==> src/rtl/msg_match_pkg.sv <==
package msg_match_pkg;
  typedef enum logic [2:0] {
    ST_FREE   = 3'd0,
    ST_POSTED = 3'd1,
    ST_PULL   = 3'd2,
    ST_WAIT   = 3'd3,
    ST_XFER   = 3'd4
  } ent_st_e;

  localparam logic [1:0] HK_RTS   = 2'd0;
  localparam logic [1:0] HK_EAGER = 2'd1;
  localparam logic [1:0] HK_DATA  = 2'd2;

  localparam logic [1:0] UX_PARK  = 2'd0;
  localparam logic [1:0] UX_NACK  = 2'd1;
endpackage

==> src/rtl/mm_alloc.sv <==
module mm_alloc #(
  parameter int N     = 8,
  parameter int IDX_W = $clog2(N)
) (
  input  logic [N-1:0]     busy_i,
  output logic [IDX_W-1:0] free_idx_o,
  output logic             any_free_o
);
  always_comb begin
    free_idx_o = '0;
    any_free_o = 1'b0;
    for (int i = N - 1; i >= 0; i--) begin
      if (!busy_i[i]) begin
        free_idx_o = IDX_W'(i);
        any_free_o = 1'b1;
      end
    end
  end
endmodule

==> src/rtl/mm_pick.sv <==
module mm_pick #(
  parameter int N     = 8,
  parameter int IDX_W = $clog2(N)
) (
  input  logic             clk_i,
  input  logic             rst_ni,
  input  logic [N-1:0]     cand_i,
  input  logic [N-1:0]     older_i [N],
  output logic             hit_o,
  output logic [IDX_W-1:0] idx_o
);
  logic [N-1:0] win;

  // Entry wins when no other candidate was posted before it.
  for (genvar gi = 0; gi < N; gi++) begin : g_win
    logic [N-1:0] beats_me;
    for (genvar gj = 0; gj < N; gj++) begin : g_col
      assign beats_me[gj] = older_i[gj][gi];
    end
    assign win[gi] = cand_i[gi] && !(|(cand_i & beats_me));
  end

  always_comb begin
    idx_o = '0;
    for (int i = 0; i < N; i++) begin
      if (win[i]) idx_o = idx_o | IDX_W'(i);
    end
  end
  assign hit_o = |win;

  assert_single_winner_R3: assert property (@(posedge clk_i) disable iff (!rst_ni)
    $onehot0(win));
  assert_hit_has_cand_R3: assert property (@(posedge clk_i) disable iff (!rst_ni)
    (|cand_i) |-> hit_o);
endmodule

==> src/rtl/mm_table.sv <==
module mm_table
  import msg_match_pkg::*;
#(
  parameter int N     = 8,
  parameter int SRC_W = 4,
  parameter int TAG_W = 8,
  parameter int IDX_W = $clog2(N)
) (
  input  logic             clk_i,
  input  logic             rst_ni,
  input  logic             post_we_i,
  input  logic [IDX_W-1:0] post_slot_i,
  input  logic [SRC_W-1:0] post_src_i,
  input  logic [TAG_W-1:0] post_tag_i,
  input  logic             post_any_src_i,
  input  logic             post_any_tag_i,
  input  logic             post_pull_i,
  input  logic             hit_we_i,
  input  logic [IDX_W-1:0] hit_idx_i,
  input  ent_st_e          hit_state_i,
  input  logic             fin_we_i,
  input  logic [IDX_W-1:0] fin_idx_i,
  input  logic [SRC_W-1:0] key_src_i,
  input  logic [TAG_W-1:0] key_tag_i,
  output ent_st_e          st_o    [N],
  output logic [SRC_W-1:0] src_o   [N],
  output logic [TAG_W-1:0] tag_o   [N],
  output logic [N-1:0]     busy_o,
  output logic [N-1:0]     open_o,
  output logic [N-1:0]     wait_o,
  output logic [N-1:0]     older_o [N]
);
  ent_st_e          st_q    [N];
  logic [SRC_W-1:0] src_q   [N];
  logic [TAG_W-1:0] tag_q   [N];
  logic [N-1:0]     any_s_q;
  logic [N-1:0]     any_t_q;
  logic [N-1:0]     older_q [N];

  for (genvar gi = 0; gi < N; gi++) begin : g_ent
    logic post_me, hit_me, fin_me, key_ok;
    assign post_me = post_we_i && (post_slot_i == IDX_W'(gi));
    assign hit_me  = hit_we_i  && (hit_idx_i   == IDX_W'(gi));
    assign fin_me  = fin_we_i  && (fin_idx_i   == IDX_W'(gi));

    always_ff @(posedge clk_i or negedge rst_ni) begin
      if (!rst_ni) begin
        st_q[gi]    <= ST_FREE;
        src_q[gi]   <= '0;
        tag_q[gi]   <= '0;
        any_s_q[gi] <= 1'b0;
        any_t_q[gi] <= 1'b0;
      end else if (post_me) begin
        st_q[gi]    <= post_pull_i ? ST_PULL : ST_POSTED;
        src_q[gi]   <= post_src_i;
        tag_q[gi]   <= post_tag_i;
        any_s_q[gi] <= post_any_src_i;
        any_t_q[gi] <= post_any_tag_i;
      end else if (hit_me) begin
        // Resolve wildcards to the actual header fields.
        st_q[gi]    <= hit_state_i;
        src_q[gi]   <= key_src_i;
        tag_q[gi]   <= key_tag_i;
        any_s_q[gi] <= 1'b0;
        any_t_q[gi] <= 1'b0;
      end else if (fin_me) begin
        st_q[gi]    <= ST_FREE;
      end
    end

    // Age row: a new entry is older than nobody; every live entry is older than it.
    always_ff @(posedge clk_i or negedge rst_ni) begin
      if (!rst_ni) begin
        older_q[gi] <= '0;
      end else if (post_me) begin
        older_q[gi] <= '0;
      end else if (post_we_i) begin
        older_q[gi][post_slot_i] <= busy_o[gi];
      end
    end

    assign key_ok = (any_s_q[gi] || (src_q[gi] == key_src_i)) &&
                    (any_t_q[gi] || (tag_q[gi] == key_tag_i));
    assign busy_o[gi]  = (st_q[gi] != ST_FREE);
    assign open_o[gi]  = (st_q[gi] == ST_POSTED) && key_ok;
    assign wait_o[gi]  = ((st_q[gi] == ST_PULL) || (st_q[gi] == ST_WAIT)) && key_ok;
    assign st_o[gi]    = st_q[gi];
    assign src_o[gi]   = src_q[gi];
    assign tag_o[gi]   = tag_q[gi];
    assign older_o[gi] = older_q[gi];
  end

  assert_post_free_slot_R1: assert property (@(posedge clk_i) disable iff (!rst_ni)
    post_we_i |-> !busy_o[post_slot_i]);
  assert_hit_live_slot_R4: assert property (@(posedge clk_i) disable iff (!rst_ni)
    hit_we_i |-> (busy_o[hit_idx_i] && (st_q[hit_idx_i] != ST_XFER)));
endmodule

==> src/rtl/msg_match_unit.sv <==
module msg_match_unit
  import msg_match_pkg::*;
#(
  parameter int ENTRIES = 8,
  parameter int SRC_W   = 4,
  parameter int TAG_W   = 8,
  localparam int IDX_W  = $clog2(ENTRIES)
) (
  input  logic             clk_i,
  input  logic             rst_ni,
  input  logic             post_valid_i,
  input  logic [SRC_W-1:0] post_src_i,
  input  logic [TAG_W-1:0] post_tag_i,
  input  logic             post_any_src_i,
  input  logic             post_any_tag_i,
  input  logic             post_pull_i,
  output logic             full_o,
  output logic [IDX_W-1:0] post_idx_o,
  input  logic             hdr_valid_i,
  input  logic [1:0]       hdr_kind_i,
  input  logic [SRC_W-1:0] hdr_src_i,
  input  logic [TAG_W-1:0] hdr_tag_i,
  input  logic [1:0]       unexp_mode_i,
  output logic             cts_valid_o,
  output logic [SRC_W-1:0] cts_src_o,
  output logic [TAG_W-1:0] cts_tag_o,
  output logic [IDX_W-1:0] cts_idx_o,
  output logic             pull_valid_o,
  output logic [SRC_W-1:0] pull_src_o,
  output logic [TAG_W-1:0] pull_tag_o,
  output logic             pull_any_tag_o,
  output logic [IDX_W-1:0] pull_idx_o,
  output logic             grant_o,
  output logic [IDX_W-1:0] grant_idx_o,
  output logic             nack_o,
  output logic             drop_o,
  output logic             park_o,
  input  logic             xfer_done_i,
  input  logic [IDX_W-1:0] xfer_idx_i,
  output logic             done_valid_o,
  output logic [IDX_W-1:0] done_idx_o,
  output logic [SRC_W-1:0] done_src_o,
  output logic [TAG_W-1:0] done_tag_o
);
  ent_st_e              st    [ENTRIES];
  logic [SRC_W-1:0]     src   [ENTRIES];
  logic [TAG_W-1:0]     tag   [ENTRIES];
  logic [ENTRIES-1:0]   older [ENTRIES];
  logic [ENTRIES-1:0]   busy, open_m, wait_m, cand;
  logic [IDX_W-1:0]     free_idx, hit_idx;
  logic                 any_free, hit;
  logic                 is_rts, is_eager, is_data, post_ok, pull_eff, fin;
  ent_st_e              hit_state;

  assign is_rts   = hdr_valid_i && (hdr_kind_i == HK_RTS);
  assign is_eager = hdr_valid_i && (hdr_kind_i == HK_EAGER);
  assign is_data  = hdr_valid_i && (hdr_kind_i == HK_DATA);
  assign post_ok  = post_valid_i && any_free;
  assign pull_eff = post_pull_i && !post_any_src_i;
  assign fin      = xfer_done_i && (st[xfer_idx_i] == ST_XFER);

  always_comb begin
    cand = '0;
    if (is_data)               cand = wait_m;
    else if (is_rts || is_eager) cand = open_m;
  end
  assign hit_state = is_rts ? ST_WAIT : ST_XFER;

  mm_alloc #(.N(ENTRIES), .IDX_W(IDX_W)) alloc_i (
    .busy_i(busy), .free_idx_o(free_idx), .any_free_o(any_free)
  );

  mm_pick #(.N(ENTRIES), .IDX_W(IDX_W)) pick_i (
    .clk_i(clk_i), .rst_ni(rst_ni), .cand_i(cand), .older_i(older),
    .hit_o(hit), .idx_o(hit_idx)
  );

  mm_table #(.N(ENTRIES), .SRC_W(SRC_W), .TAG_W(TAG_W), .IDX_W(IDX_W)) table_i (
    .clk_i(clk_i), .rst_ni(rst_ni),
    .post_we_i(post_ok), .post_slot_i(free_idx),
    .post_src_i(post_src_i), .post_tag_i(post_tag_i),
    .post_any_src_i(post_any_src_i), .post_any_tag_i(post_any_tag_i),
    .post_pull_i(pull_eff),
    .hit_we_i(hit), .hit_idx_i(hit_idx), .hit_state_i(hit_state),
    .fin_we_i(fin), .fin_idx_i(xfer_idx_i),
    .key_src_i(hdr_src_i), .key_tag_i(hdr_tag_i),
    .st_o(st), .src_o(src), .tag_o(tag), .busy_o(busy),
    .open_o(open_m), .wait_o(wait_m), .older_o(older)
  );

  assign full_o     = !any_free;
  assign post_idx_o = free_idx;

  always_ff @(posedge clk_i or negedge rst_ni) begin
    if (!rst_ni) begin
      cts_valid_o    <= 1'b0;
      cts_src_o      <= '0;
      cts_tag_o      <= '0;
      cts_idx_o      <= '0;
      pull_valid_o   <= 1'b0;
      pull_src_o     <= '0;
      pull_tag_o     <= '0;
      pull_any_tag_o <= 1'b0;
      pull_idx_o     <= '0;
      grant_o        <= 1'b0;
      grant_idx_o    <= '0;
      nack_o         <= 1'b0;
      drop_o         <= 1'b0;
      park_o         <= 1'b0;
      done_valid_o   <= 1'b0;
      done_idx_o     <= '0;
      done_src_o     <= '0;
      done_tag_o     <= '0;
    end else begin
      cts_valid_o    <= is_rts && hit;
      cts_src_o      <= hdr_src_i;
      cts_tag_o      <= hdr_tag_i;
      cts_idx_o      <= hit_idx;
      pull_valid_o   <= post_ok && pull_eff;
      pull_src_o     <= post_src_i;
      pull_tag_o     <= post_tag_i;
      pull_any_tag_o <= post_any_tag_i;
      pull_idx_o     <= free_idx;
      grant_o        <= (is_eager || is_data) && hit;
      grant_idx_o    <= hit_idx;
      nack_o         <= (is_rts && !hit) ||
                        (is_eager && !hit && (unexp_mode_i == UX_NACK));
      park_o         <= is_eager && !hit && (unexp_mode_i == UX_PARK);
      drop_o         <= (is_data && !hit) || (is_eager && !hit && unexp_mode_i[1]);
      done_valid_o   <= fin;
      done_idx_o     <= xfer_idx_i;
      done_src_o     <= src[xfer_idx_i];
      done_tag_o     <= tag[xfer_idx_i];
    end
  end

  assert_one_verdict_R7: assert property (@(posedge clk_i) disable iff (!rst_ni)
    $onehot0({grant_o, nack_o, drop_o, park_o}));
  assert_refuse_when_full_R1: assert property (@(posedge clk_i) disable iff (!rst_ni)
    (full_o && post_valid_i) |=> ($countones(busy) <= $past($countones(busy))));
  assert_grant_in_xfer_R6: assert property (@(posedge clk_i) disable iff (!rst_ni)
    grant_o |-> (st[grant_idx_o] == ST_XFER));
  assert_cts_from_request_R4: assert property (@(posedge clk_i) disable iff (!rst_ni)
    cts_valid_o |-> ($past(is_rts) && (st[cts_idx_o] == ST_WAIT)));
  assert_pull_entry_waits_R9: assert property (@(posedge clk_i) disable iff (!rst_ni)
    pull_valid_o |-> (st[pull_idx_o] == ST_PULL));
  assert_done_frees_R10: assert property (@(posedge clk_i) disable iff (!rst_ni)
    done_valid_o |-> ($past(xfer_done_i) && (st[done_idx_o] == ST_FREE)));
endmodule

==> config.mk <==
export PLATFORM = sky130hd
export DESIGN_NAME = msg_match_unit
export DESIGN_NICKNAME = d
export VERILOG_FILES = /design/src/rtl/msg_match_pkg.sv /design/src/rtl/mm_alloc.sv /design/src/rtl/mm_pick.sv /design/src/rtl/mm_table.sv /design/src/rtl/msg_match_unit.sv
export SDC_FILE = /design/constraint.sdc
export NUM_CORES = 1
export LEC_CHECK = 0
export BUFFER_PORTS_ARGS = -buffer_cell sky130_fd_sc_hd__buf_4
export CORE_MARGIN = 2
export CORE_UTILIZATION = 45
export CTS_BUF_LIST = sky130_fd_sc_hd__clkbuf_4 sky130_fd_sc_hd__clkbuf_8 sky130_fd_sc_hd__clkbuf_16
export DETAILED_ROUTE_END_ITERATION = 16
export PLACE_DENSITY = 0.6
export SKIP_CTS_REPAIR_TIMING = 1
export SLEW_MARGIN = 25
export SYNTH_ARGS = -nofsm -noshare
export SYNTH_HDL_FRONTEND = slang
export SYNTH_SLANG_ARGS = --single-unit
==> constraint.sdc <==
create_clock -name clk_i -period 7.7 [get_ports clk_i]
set_input_delay 0.385 -clock clk_i [delete_from_list [all_inputs] [get_ports clk_i]]
set_output_delay 0.385 -clock clk_i [all_outputs]
set_load 0.02 [all_outputs]
Word-level counts from Yosys, hierarchy flattened. Index checks and enable logic that the tools add are counted. W data, S select, Z words.

Register bits: 253. Input bits: 39. Output and inout port bits: 60. Word-level logic and storage cells: 441.

Order comparisons: 3. Equality and inequality tests: 65. Mux-type cells: 142. Bitwise operators: 9. Reductions and logical operators: 157.

Operators by type and width (number): $mux W8 (36); $mux W3 (39); $logic_and A1 B1 Y1 (72); $mux W4 (18); $reduce_or A8 Y1 (9); $eq A3 B2 Y1 const B (22); $and A8 B8 Y8 (8); $bwmux W8 (8); $eq A8 B8 Y1 (8); $reduce_bool A3 Y1 (16); $eq A3 B3 Y1 const B (13); $mux W1 (34); $eq A3 B1 Y1 const B (11); $eq A4 B4 Y1 (8); $reduce_bool A2 Y1 (16); $logic_or A1 B1 Y1 (28); $bmux W8 S3 (1); $bmux W4 S3 (1); $logic_not A1 Y1 (11); $bmux W3 S3 (1); $logic_not A3 Y1 (3); $mux W2 (3); $eq A2 B1 Y1 const B (2); $ge A4 B4 Y1 const B (1); other kinds (6) (7).

Depth between registers and ports, before layout. Gate-level depths: netlist of run 1.

Depth after elaboration: 21. Gate-level depth with buffers: 16.

By module. A second synthesis of run 1 with hierarchy kept.

Cells, all modules: 1258. Area total of the unflattened synthesis: 13321.5 µm².

Modules (own cells, without submodules): mm_table (instances 1, cells each 1027, area each 10324.9 µm²); msg_match_unit (instances 1, cells each 155, area each 2502.4 µm²); mm_pick (instances 1, cells each 62, area each 416.6 µm²); mm_alloc (instances 1, cells each 14, area each 77.6 µm²).

Worst setup path before layout of run 1. No wires, ideal clock.

Path kind: input to register. Start point: in hdr_src_i[3]. End point: reg table_i.st_q (netlist bit table_i.st_o[16]). Library setup time: 0.133 ns. Data arrival time: 3.097 ns. Path slack: 4.470 ns. Cell stages on the path: 15. Buffers on the path: 4. Cell sequence: buf_4 -> xnor2_1 -> a41oi_1 -> or4b_1 -> buf_2 -> nor2_1 -> a2111oi_0 -> nand4_1 -> and4_1 -> buf_6 -> inv_6 -> nor4_4 -> buf_6 -> mux2i_1 -> o21ai_0.

Cells in the longest elaborated chain, start to end: 21. Elaborated cells on any way between the ends: 87. Classes of those cells: 9 x eq/ne; 11 x mux; 8 x bitwise; 59 x reduce/logical.

Ends and longest elaborated chain: start, declared (line msg_match_unit.sv:21) `input logic [SRC_W-1:0] hdr_src_i,`; $eq A4 B4 Y1 (line mm_table.sv:82) `assign key_ok = (any_s_q[gi] || (src_q[gi] == key_src_i)) &&`; $logic_or A1 B1 Y1 (line mm_table.sv:82); $logic_and A1 B1 Y1 (line mm_table.sv:82); $logic_and A1 B1 Y1 (line mm_table.sv:85) `assign open_o[gi] = (st_q[gi] == ST_POSTED) && key_ok;`; $mux W8 (line msg_match_unit.sv:65) `else if (is_rts || is_eager) cand = open_m;`; $mux W8 (*) (line msg_match_unit.sv:64) `if (is_data) cand = wait_m;`; $and A8 B8 Y8 (line mm_pick.sv:20) `assign win[gi] = cand_i[gi] && !(|(cand_i & beats_me));`; $reduce_or A8 Y1 (line mm_pick.sv:20); [3 not listed]; $mux W2 (2 in series) (line mm_pick.sv:26) `if (win[i]) idx_o = idx_o | IDX_W'(i);`; $mux W3 (3 in series) (line mm_pick.sv:26); $mux W3 (*) (line mm_pick.sv:26); net hit_idx[0] (line msg_match_unit.sv:50) `logic [IDX_W-1:0] free_idx, hit_idx;`; $eq A3 B2 Y1 (*) (line mm_table.sv:43) `assign hit_me = hit_we_i && (hit_idx_i == IDX_W'(gi));`; $logic_and A1 B1 Y1 (*) (line mm_table.sv:43); $mux W3 (line mm_table.sv:59) `end else if (hit_me) begin`; $mux W3 (line mm_table.sv:53) `end else if (post_me) begin`; end signal, assigned by index (line mm_table.sv:54) `st_q[gi] <= post_pull_i ? ST_PULL : ST_POSTED;`; end signal, assigned by index (line mm_table.sv:61) `st_q[gi] <= hit_state_i;`; end, declared (line mm_table.sv:33) `ent_st_e st_q [N];`.

Mark *: on every way through the listed nets, which the timed path passes. The rest lies on a longest branch. A chain may end at the register's enable or synchronous reset.

Worst setup path after layout of run 1.
Start point: reg table_i.tag_q (netlist bit table_i.tag_o[27]). End point: reg table_i.tag_q (netlist bit table_i.tag_o[57]).

Cells in the longest elaborated chain, start to end: 20. Elaborated cells on any way between the ends: 50. Classes of those cells: 1 x eq/ne; 9 x mux; 8 x bitwise; 32 x reduce/logical.

Ends and longest elaborated chain: start, declared (line mm_table.sv:35) `logic [TAG_W-1:0] tag_q [N];`; start signal, assigned by index (line mm_table.sv:56) `tag_q[gi] <= post_tag_i;`; start signal, assigned by index (line mm_table.sv:63) `tag_q[gi] <= key_tag_i;`; $eq A8 B8 Y1 (*) (line mm_table.sv:83) `(any_t_q[gi] || (tag_q[gi] == key_tag_i));`; $logic_or A1 B1 Y1 (*) (line mm_table.sv:83); $logic_and A1 B1 Y1 (*) (line mm_table.sv:82); $logic_and A1 B1 Y1 (line mm_table.sv:85); $mux W8 (line msg_match_unit.sv:65); $mux W8 (*) (line msg_match_unit.sv:64); $and A8 B8 Y8 (line mm_pick.sv:20); $reduce_or A8 Y1 (line mm_pick.sv:20); $logic_not A1 Y1 (line mm_pick.sv:20); $logic_and A1 B1 Y1 (line mm_pick.sv:20); $mux W1 (line mm_pick.sv:26); $mux W2 (2 in series) (line mm_pick.sv:26); $mux W3 (4 in series) (line mm_pick.sv:26); $logic_not A3 Y1 (line mm_table.sv:43); $logic_and A1 B1 Y1 (*) (line mm_table.sv:43); $reduce_bool A2 Y1 (no source line) (*).

Mark *: on every way between the ends. The rest lies on a longest branch, timed or not.

==> results.txt, run 1 <==
Reg2reg path depth - 10
WL final - 39.78 mm
RSZ-0062 raised after global routing - no
Antenna violations before repair - 0
Worst-path fanout max - 16
Non-Filler Instances - 1723
Pre-Repair DR Iteration Count - 5
Clock sink count - 253
GRT Overall Usage - 26.44%
Reg power frac - 39.1%
Final TNS setup - 0 ns
Top layer in use - met4
CP arrival - 4.75 ns
Fill count - 2578
Fin util - 52.25%
Pwr/cell area - 393.7 nW/um^2
Die height - 173.8 um
Commonest cells post-synth - dfrtp_1 (253), nand2_1 (196), o21ai_0 (99)
Vias per inst - 5.882
Main combinational cell family by area after synthesis - simple AND/OR/NAND/NOR gates
Final-report hold violation count - 0
Core area - 28550 sq um
Cell taking the most area after synthesis - dfrtp_1
Number of enable flip-flop cells after synthesis - 0
Worst path slowest cell - nand3_1
Die W - 173.8 um
Final Slew Violations - 0
Max VDD drop - 242.7 uV
WL met3 - 2.773 mm
Num rows - 62
Die area - 30200 sq um
Outcome - finished, final reports clean
M1 WL - 17.57 mm
Fin crit period - 4.341 ns
Reg area - 6331 sq um
First-pass GRT wire length - 61.24 mm
Cell internal pwr - 0.003619 W
#FFs+latches synth - 253
Comb pwr share - 35.4%
Worst hold path type - primary input to flip-flop
CTS buffer count - 28
H-Tree Depth - 1
Switching Share - 38.37%
Ant. Diodes - 0
Setup violators final - 0
Worst EP required - 8.11 ns
Reg-to-reg endpoint - table_i.tag_o[57]
Area occupied by multi-input gates - 6071 sq um
Placed cell count - 1672
Yosys top cell area share - 48.81%
WHS - 0.01934 ns
Synthesized area - 12970 sq um
# nets final - 1358
Worst skew pair latency - 0.55 ns
Syn nets - 1313
Ratio of final minimum period to clock period - 56.37%
Worst setup margin - 3.359 ns
Number of I/O pins - 99
DRC errors left - 0
Yosys cell types - 58
Crit-path most repeated cell - nand3_1
Starting Density - 45.44%
Top-count cell post-synth - dfrtp_1
Fraction of registers with async set/reset - 100.0%
Post-Synth XOR/XNOR Area - 6.482%
Gp weighted congestion - 0.9280
Area grow syn2layout - 14.99%
Crit path cell chain - xor2_1 -> nor4_1 -> a21oi_1 -> nor4_4 -> a2111oi_0 -> nand3_1 -> and4_1 -> nand3_1 -> o211ai_1 -> nand3_1
Met2 WL - 18.13 mm
Final clock skew - 0.02076 ns
Top_reg_cell synth - dfrtp_1
CP peak stage delay - 0.75 ns
CTS tree - built
Worst Setup Start Kind - flip-flop
Setup CP Type - flip-flop to flip-flop
Worst Path Buf+Inv - 0
Hold EP - pull_tag_o[7]
Reg-to-Reg Start - table_i.tag_o[27]
Starting DRT DRC Count - 980
Post-DP HPWL - 25.51 mm
Post-Synthesis Cells - 1274
Rel. slew slack - 38.89%
Largest net degree at the start of global routing - 157
CTS Root Cell - clkbuf_16
Clock power frac - 25.5%
WL/cell - 23.09 um
Pre-CTS setup slack - 3.101 ns
Multiplexer area fraction after synthesis - 11.25%
Fmax - 230.4 MHz
Synthesized area per cell - 10.18 sq um
Max-cap viol count - 0
I/O Buffers - 98
Worst slew pin tran - 0.9070 ns
Worst-path clk slew - 0.06 ns
WHS Path Cells - 1
Setup crit end kind - flip-flop
Maximum clock path buffer count - 3
Yosys warns - 0
Vias in the first global route - 9968
Worst Hold Launch - post_tag_i[7]
Post-synthesis simple-gate area fraction - 17.36%
Reg-to-reg slack, setup - 3.36 ns
Synth Area in Adders - 0%
Top cells by area, synth - dfrtp_1 (49%), mux2i_1 (5.9%), nand2_1 (5.7%)
Register area share after synthesis - 48.81%
Top Family by Delay on Critical Path - simple AND/OR/NAND/NOR gates
Leak Pwr - 6.404 nW
Share of cells above drive strength 1 - 17.77%
Sw power - 0.002253 W
Grt total ovfl - 0
Post-synthesis compound-gate area fraction - 11.46%
DR vias - 10135
Antenna viol nets, final - 0
## registers in the layout, summed over array words and instances, names as in the netlist, 8 cells and up
| name | count |
|---|---|
| table_i.any_s_q | 8 |
| table_i.src_o | 32 |
| table_i.st_o | 24 |
| table_i.older_o | 64 |
| pull_tag_o | 8 |
| cts_tag_o | 8 |
| table_i.any_t_q | 8 |
| table_i.tag_o | 64 |
| done_tag_o | 8 |
## worst reg2reg max path, stage by stage (launching register included)
cell	delay, ns
dfrtp_1	0.41
xor2_1	0.15
nor4_1	0.57
a21oi_1	0.26
nor4_4	0.61
a2111oi_0	0.22
nand3_1	0.17
and4_1	0.48
nand3_1	0.75
o211ai_1	0.46
nand3_1	0.12
## power groups by stage
stage,clock network (W),registers [W],logic (W)
2_1_floorplan,0,0.00221,0.00138
3_3_place_gp,0,0.00230,0.00202
3_5_place_dp,0,0.00230,0.00207
4_1_cts,0.00153,0.00228,0.00208
5_1_grt,0.00158,0.00235,0.00228
6_report,0.00150,0.00229,0.00208
## worst max path at each step
stage / startpoint / endpoint / slack (ns) / cells after the start
global route: table_i.tag_o[35] / table_i.any_t_q[0] / 3.24 / 10
finish: table_i.tag_o[27] / table_i.tag_o[57] / 3.36 / 10
CTS: table_i.tag_o[31] / table_i.st_o[19] / 3.38 / 10
global placement: hdr_kind_i[1] / table_i.st_o[18] / 3.21 / 11
detailed placement: hdr_kind_i[1] / table_i.st_o[19] / 3.10 / 11
floorplan: hdr_src_i[3] / table_i.st_o[16] / 4.47 / 15
## kinds of logic after synthesis
kind of cell | Yosys count
multiplexers | 114
buffers and inverters | 117
AO/OA/AOI/OAI | 236
XOR/XNOR | 96
flip-flops | 253
AND/OR/NAND/NOR | 458
## placed cells by master, fill, tap and decap left out, types with 6 or more instances in the layout
cell type | netlist | layout
a22oi_1 | 18 | 18
a221o_1 | 9 | 9
o21ai_0 | 99 | 99
nand3_1 | 66 | 66
nor2b_1 | 10 | 10
buf_4 | 18 | 121
a21oi_1 | 23 | 23
nor2_1 | 70 | 63
nor3b_1 | 16 | 16
a2111oi_0 | 7 | 7
mux2i_1 | 76 | 76
nor3_1 | 12 | 11
a211oi_1 | 12 | 12
mux2_2 | 14 | 14
xnor2_1 | 32 | 32
bufinv_16 | 0 | 6
clkbuf_16 | 0 | 29
xor2_1 | 64 | 64
o21ai_1 | 14 | 14
nor4_1 | 25 | 24
nand2_1 | 196 | 195
nand2b_1 | 11 | 11
and2_1 | 9 | 9
nor2_2 | 0 | 7
dfrtp_1 | 253 | 253
inv_1 | 7 | 7
o211ai_1 | 29 | 29
mux4_2 | 24 | 24
nand4_1 | 11 | 11
a41oi_1 | 7 | 7
## final cells by class
cell class                      instances  share of cell area (%)
Timing Repair Buffer                  124                   6.392
Tap cell                              384                   3.221
Clock buffer                           39                   5.578
Multi-Input combinational cell        904                   40.70
Sequential cell                       253                   42.45
Inverter                                8                  0.2349
Clock inverter                         11                   1.426
## per-layer routing
metal,track usage (%),vias to the layer above
met1,37.43,5047
met5,0,-
met3,4.364,86
li1,-,4585
met4,9.314,0
met2,41.30,417
## metrics by stage
stage | area [sq um] | power (W)
final | 14920 | 0.005872
after floorplan | 12970 | 0.003583
after global placement | 13850 | 0.004320
after detailed placement | 13860 | 0.004367
after global routing | 14920 | 0.006209
after CTS | 14900 | 0.005885
Power figures use the tool's default switching activity.
==> run 2: changes to the inputs <==
PLACE_DENSITY = 0.62   (was 0.6)
clock period = 3.6 ns   (was 7.7 ns; I/O delays follow)
==> run 2 against run 1 <==
Compared with the run above: maximum frequency is 25% higher; sequential share of layout area down 3.0 points; largest power group is now combinational cells; critical path type unchanged; core utilization up 4.0 points; total power rose by 120%; combinational power grew 140%; first-iteration DRC count rose by 0.61%; cell area rose by 7.6%; cell count is 6.8% higher; the run now ends with hold timing left; clock skew down 0.010 ns.
==> results.txt, run 2 (synthesized netlist as in run 1, its figures left out) <==
Outcome - complete, but fails checks
Failing checks - hold timing
Num rows - 62
Number of I/O pins - 99
WL final - 40.66 mm
GRT Overall Usage - 26.41%
Pwr/cell area - 790.3 nW/um^2
Post-DP HPWL - 27.08 mm
Max VDD drop - 433.6 uV
Fmax - 286.8 MHz
Largest net degree at the start of global routing - 123
Design Area, Final - 16060 sq um
Highest-count cells in the layout ignoring fill and taps - dfrtp_1 (253), nand2_1 (196), buf_4 (192)
Die area - 30200 sq um
Antenna viol nets, final - 0
Final Slew Violations - 0
Starting Density - 45.44%
Grt total ovfl - 0
Final clock skew - 0.01045 ns
Ratio of final minimum period to clock period - 96.84%
Clock sink count - 253
Commonest non-fill, non-tap cell in the layout - dfrtp_1
Worst-path clk slew - 0.06 ns
Vias in the first global route - 10364
Reg-to-Reg Start - table_i.tag_o[41]
Die W - 173.8 um
Setup crit end kind - flip-flop
I/O Buffers - 98
Starting DRT DRC Count - 986
Worst Hold Launch - hdr_src_i[2]
Worst-path fanout max - 8
Worst slew pin tran - 1.019 ns
Antenna violations before repair - 0
Rel. slew slack - 32.00%
CTS Root Cell - clkbuf_16
WHS - -0.01330 ns
Worst Setup SP - table_i.tag_o[41]
CTS buffer count - 28
Worst Setup Start Kind - flip-flop
H-Tree Depth - 1
Leak Pwr - 7.004 nW
CTS tree - built
Core area - 28550 sq um
CP arrival - 3.89 ns
Worst skew pair latency - 0.55 ns
Ant. Diodes - 0
Die height - 173.8 um
Area grow syn2layout - 23.79%
Vias per inst - 5.795
Final TNS setup - 0 ns
Post-DP Area - 14600 sq um
Setup CP Type - flip-flop to flip-flop
Pre-Repair DR Iteration Count - 5
Gp weighted congestion - 0.9245
Share of cells above drive strength 1 - 22.86%
Worst EP required - 4.01 ns
Fill count - 2559
First-pass GRT wire length - 61.62 mm
Reg area - 6331 sq um
Maximum clock path buffer count - 3
WL/cell - 22.09 um
DR vias - 10668
Area occupied by multi-input gates - 6142 sq um
Max-cap viol count - 0
Setup violators final - 0
DRC errors left - 0
Fin crit period - 3.486 ns
Worst hold path type - primary input to flip-flop
Final-report hold violation count - 1
# nets final - 1478
run 2: cell count changes in the layout (fill, tap and decap cells not counted), moves of 3 or more:
| cell | before | now |
|---|---|---|
| a2111oi_0 | 7 | 2 |
| a2111oi_1 | 0 | 3 |
| buf_12 | 1 | 13 |
| buf_4 | 121 | 192 |
| bufinv_16 | 6 | 2 |
| clkinv_2 | 2 | 7 |
| dlygate4sd3_1 | 1 | 33 |
| nor4_1 | 24 | 21 |
run 2: area by class of cell:
| type | instances | share of cell area (%) |
|---|---|---|
| Sequential cell | 253 | 39.43 |
| Multi-Input combinational cell | 904 | 38.25 |
| Timing Repair Buffer | 244 | 13.37 |
| Clock buffer | 38 | 5.096 |
| Tap cell | 384 | 2.992 |
| Clock inverter | 10 | 0.6390 |
| Inverter | 8 | 0.2182 |
run 2: power by group:
group          internal, W  total [W]  switching, W
registers          0.00395    0.00486      0.000912
clock network      0.00172    0.00290       0.00118
logic              0.00213    0.00493       0.00279
run 2: metal layers:
layer  track usage (%)  vias to the layer above  wire length (um)
met4             10.05                        0              1581
met1             37.20                     5296             17590
li1                  -                     4832                 -
met5                 0                        -                 0
met3             3.991                       92              2718
met2             41.43                      448             18770
run 2: final timing paths:
kind                                       endpoint  slack, ns  depth (start not counted)
max in group asynchronous           table_i.st_o[4]       2.42                          4
min in group asynchronous              cts_tag_o[2]       0.09                          2
worst max register to register     table_i.st_o[16]       0.11                         15
worst min-delay path              table_i.src_o[30]      -0.01                          3
worst max-delay path               table_i.st_o[16]       0.11                         15
worst min register to register  table_i.older_o[63]       0.48                          2
run 2: metrics by stage:
stage / util [%] / instances / worst slack, ns / power, W
global placement: 51.13 / 1751 / -0.1853 / 0.009535
global route: 56.25 / 1841 / -0.01654 / 0.01341
detailed placement: 51.13 / 1751 / -0.1465 / 0.009661
CTS: 54.35 / 1799 / -0.1895 / 0.01259
floorplan: - / 1274 / 0.5215 / 0.007664
finish: 56.25 / 1841 / 0.1137 / 0.01269
run 2: worst max-delay path, cell delays in order (launching register included):
cell       delay (ns)
dfrtp_1          0.41
xor2_1           0.17
nor4_1           0.43
a21oi_1          0.24
buf_4            0.20
nor2_1           0.24
a22oi_1          0.13
nand4_1          0.16
and4_4           0.27
buf_4            0.13
inv_6            0.05
nor4_4           0.26
buf_6            0.18
clkbuf_16        0.17
mux2i_1          0.18
o21ai_0          0.11
==> run 3: changes to the inputs <==
PLACE_DENSITY = 0.6   (was 0.62)
clock period = 3.3 ns   (was 3.6 ns; I/O delays follow)
==> run 3 against run 2 <==
Compared with the run above: the flow finishes with violations (hold timing, setup timing); via count is 5.7% higher; register-to-register slack worse by 0.17 ns; cell area rose by 8.3%; critical endpoint is now table_i.st_o[2].
==> results.txt, run 3 (synthesized netlist as in run 1, its figures left out) <==
Outcome - complete, but fails checks
Failing checks - hold timing, setup timing
Starting DRT DRC Count - 1057
CTS buffer count - 29
Switching Share - 38.28%
Worst slew pin tran - 0.8434 ns
First-pass GRT wire length - 65.21 mm
Commonest non-fill, non-tap cell in the layout - buf_4
Area grow syn2layout - 34.11%
Reg power frac - 35.5%
Worst setup margin - -0.05925 ns
CP arrival - 3.84 ns
Highest-count cells in the layout ignoring fill and taps - buf_4 (297), dfrtp_1 (253), nand2_1 (195)
Worst-path clk slew - 0.06 ns
Fill count - 2410
Largest net degree at the start of global routing - 106
Vias in the first global route - 10915
M1 WL - 18.44 mm
H-Tree Depth - 1
Vias per inst - 5.728
Grt total ovfl - 0
Top layer in use - met4
Area occupied by multi-input gates - 6427 sq um
Post-DP HPWL - 28.39 mm
Clock power frac - 21.9%
Sw power - 0.005645 W
Setup CP Type - flip-flop to flip-flop
Fin util - 60.94%
Leak Pwr - 7.733 nW
Placed cell count - 1855
I/O Buffers - 98
Final TNS setup - -1.002 ns
DRC errors left - 0
Power Total - 0.01475 W
Ratio of final minimum period to clock period - 101.8%
CTS tree - built
Worst skew pair latency - 0.56 ns
Fin crit period - 3.359 ns
Pwr/cell area - 847.8 nW/um^2
DR vias - 11278
Pre-CTS setup slack - -0.5817 ns
Setup violators final - 33
Starting Density - 45.44%
Die W - 173.8 um
Cell internal pwr - 0.009103 W
WHS - -0.03775 ns
Num rows - 62
Final clock skew - 0.02277 ns
Final Slew Violations - 0
Maximum clock path buffer count - 3
Worst-path fanout max - 5
Setup crit end kind - flip-flop
Ant. Diodes - 0
Max-cap viol count - 0
Clock sink count - 253
Number of I/O pins - 99
Gp weighted congestion - 0.9415
WL final - 43.81 mm
Worst Setup Start Kind - flip-flop
Non-Filler Instances - 1969
Comb pwr share - 42.6%
Pre-Repair DR Iteration Count - 7
Antenna viol nets, final - 0
Worst EP required - 3.78 ns
Max VDD drop - 500.5 uV
# nets final - 1603
Rel. slew slack - 43.77%
GRT Overall Usage - 27.90%
Core area - 28550 sq um
RSZ-0062 raised after global routing - yes
CTS Root Cell - clkbuf_16
Fmax - 297.7 MHz
Met2 WL - 20.84 mm
Die height - 173.8 um
Reg area - 6331 sq um
Die area - 30200 sq um
Worst hold path type - primary input to flip-flop
Final-report hold violation count - 3
Share of cells above drive strength 1 - 31.99%
Antenna violations before repair - 0
WL met3 - 3.322 mm
WL/cell - 22.25 um
==> run 3: changes by cell type in the layout (fill, tap and decap cells not counted), sizes merged <==
cell / change
bufinv: -1
clkbuf: +10
buf: +121
clkinvlp: -1
clkinv: -1
==> run 3: worst max-delay path, cell delays in order, from the launching register on <==
cell,delay [ns]
dfrtp_1,0.40
xnor2_2,0.23
a41oi_2,0.16
or4b_4,0.59
a2111oi_4,0.28
nand4_1,0.29
buf_4,0.23
o21ai_2,0.05
buf_6,0.15
o211ai_1,0.12
buf_4,0.18
buf_6,0.13
buf_12,0.13
or2_4,0.23
a21oi_2,0.12
==> run 3: final cells by class <==
cell class                 instances  area share, %
clock buffer                      45          5.150
clock inverter                     7         0.3452
inverter                           8         0.2014
timing repair buffer             368          18.20
sequential                       253          36.40
tap                              384          2.762
multi-input combinational        904          36.95
==> run 3: final timing paths <==
check | from | endpoint | slack, ns | depth (start not counted)
max in group asynchronous | rst_ni | table_i.older_o[31] | 2.10 | 3
setup reg to reg | table_i.src_o[8] | table_i.st_o[2] | -0.06 | 14
hold / removal | hdr_tag_i[7] | table_i.tag_o[23] | -0.04 | 3
hold reg to reg | table_i.older_o[38] | table_i.older_o[38] | 0.48 | 2
setup / recovery | table_i.src_o[8] | table_i.st_o[2] | -0.06 | 14
min in group asynchronous | rst_ni | cts_tag_o[2] | 0.28 | 2
==> run 3: power groups by stage <==
stage	clock network, W	registers [W]	logic, W
3_5_place_dp	0	0.00519	0.00589
4_1_cts	0.00326	0.00516	0.00591
3_3_place_gp	0	0.00517	0.00578
5_1_grt	0.00337	0.00536	0.00681
6_report	0.00323	0.00524	0.00628
2_1_floorplan	0	0.00515	0.00321
==> run 3: through the flow <==
stage | hold WS (ns) | area (sq um)
2_1_floorplan | -0.1306 | 12970
3_3_place_gp | 0.2983 | 15330
3_5_place_dp | 0.3008 | 15330
4_1_cts | -0.2696 | 16280
5_1_grt | 0.001666 | 17400
6_report | -0.03775 | 17400
==> run 3: routing by layer <==
layer,GRT usage [%],vias up
met5,0,-
met4,7.913,0
met3,3.684,80
met2,45.48,528
met1,39.27,5584
li1,-,5086
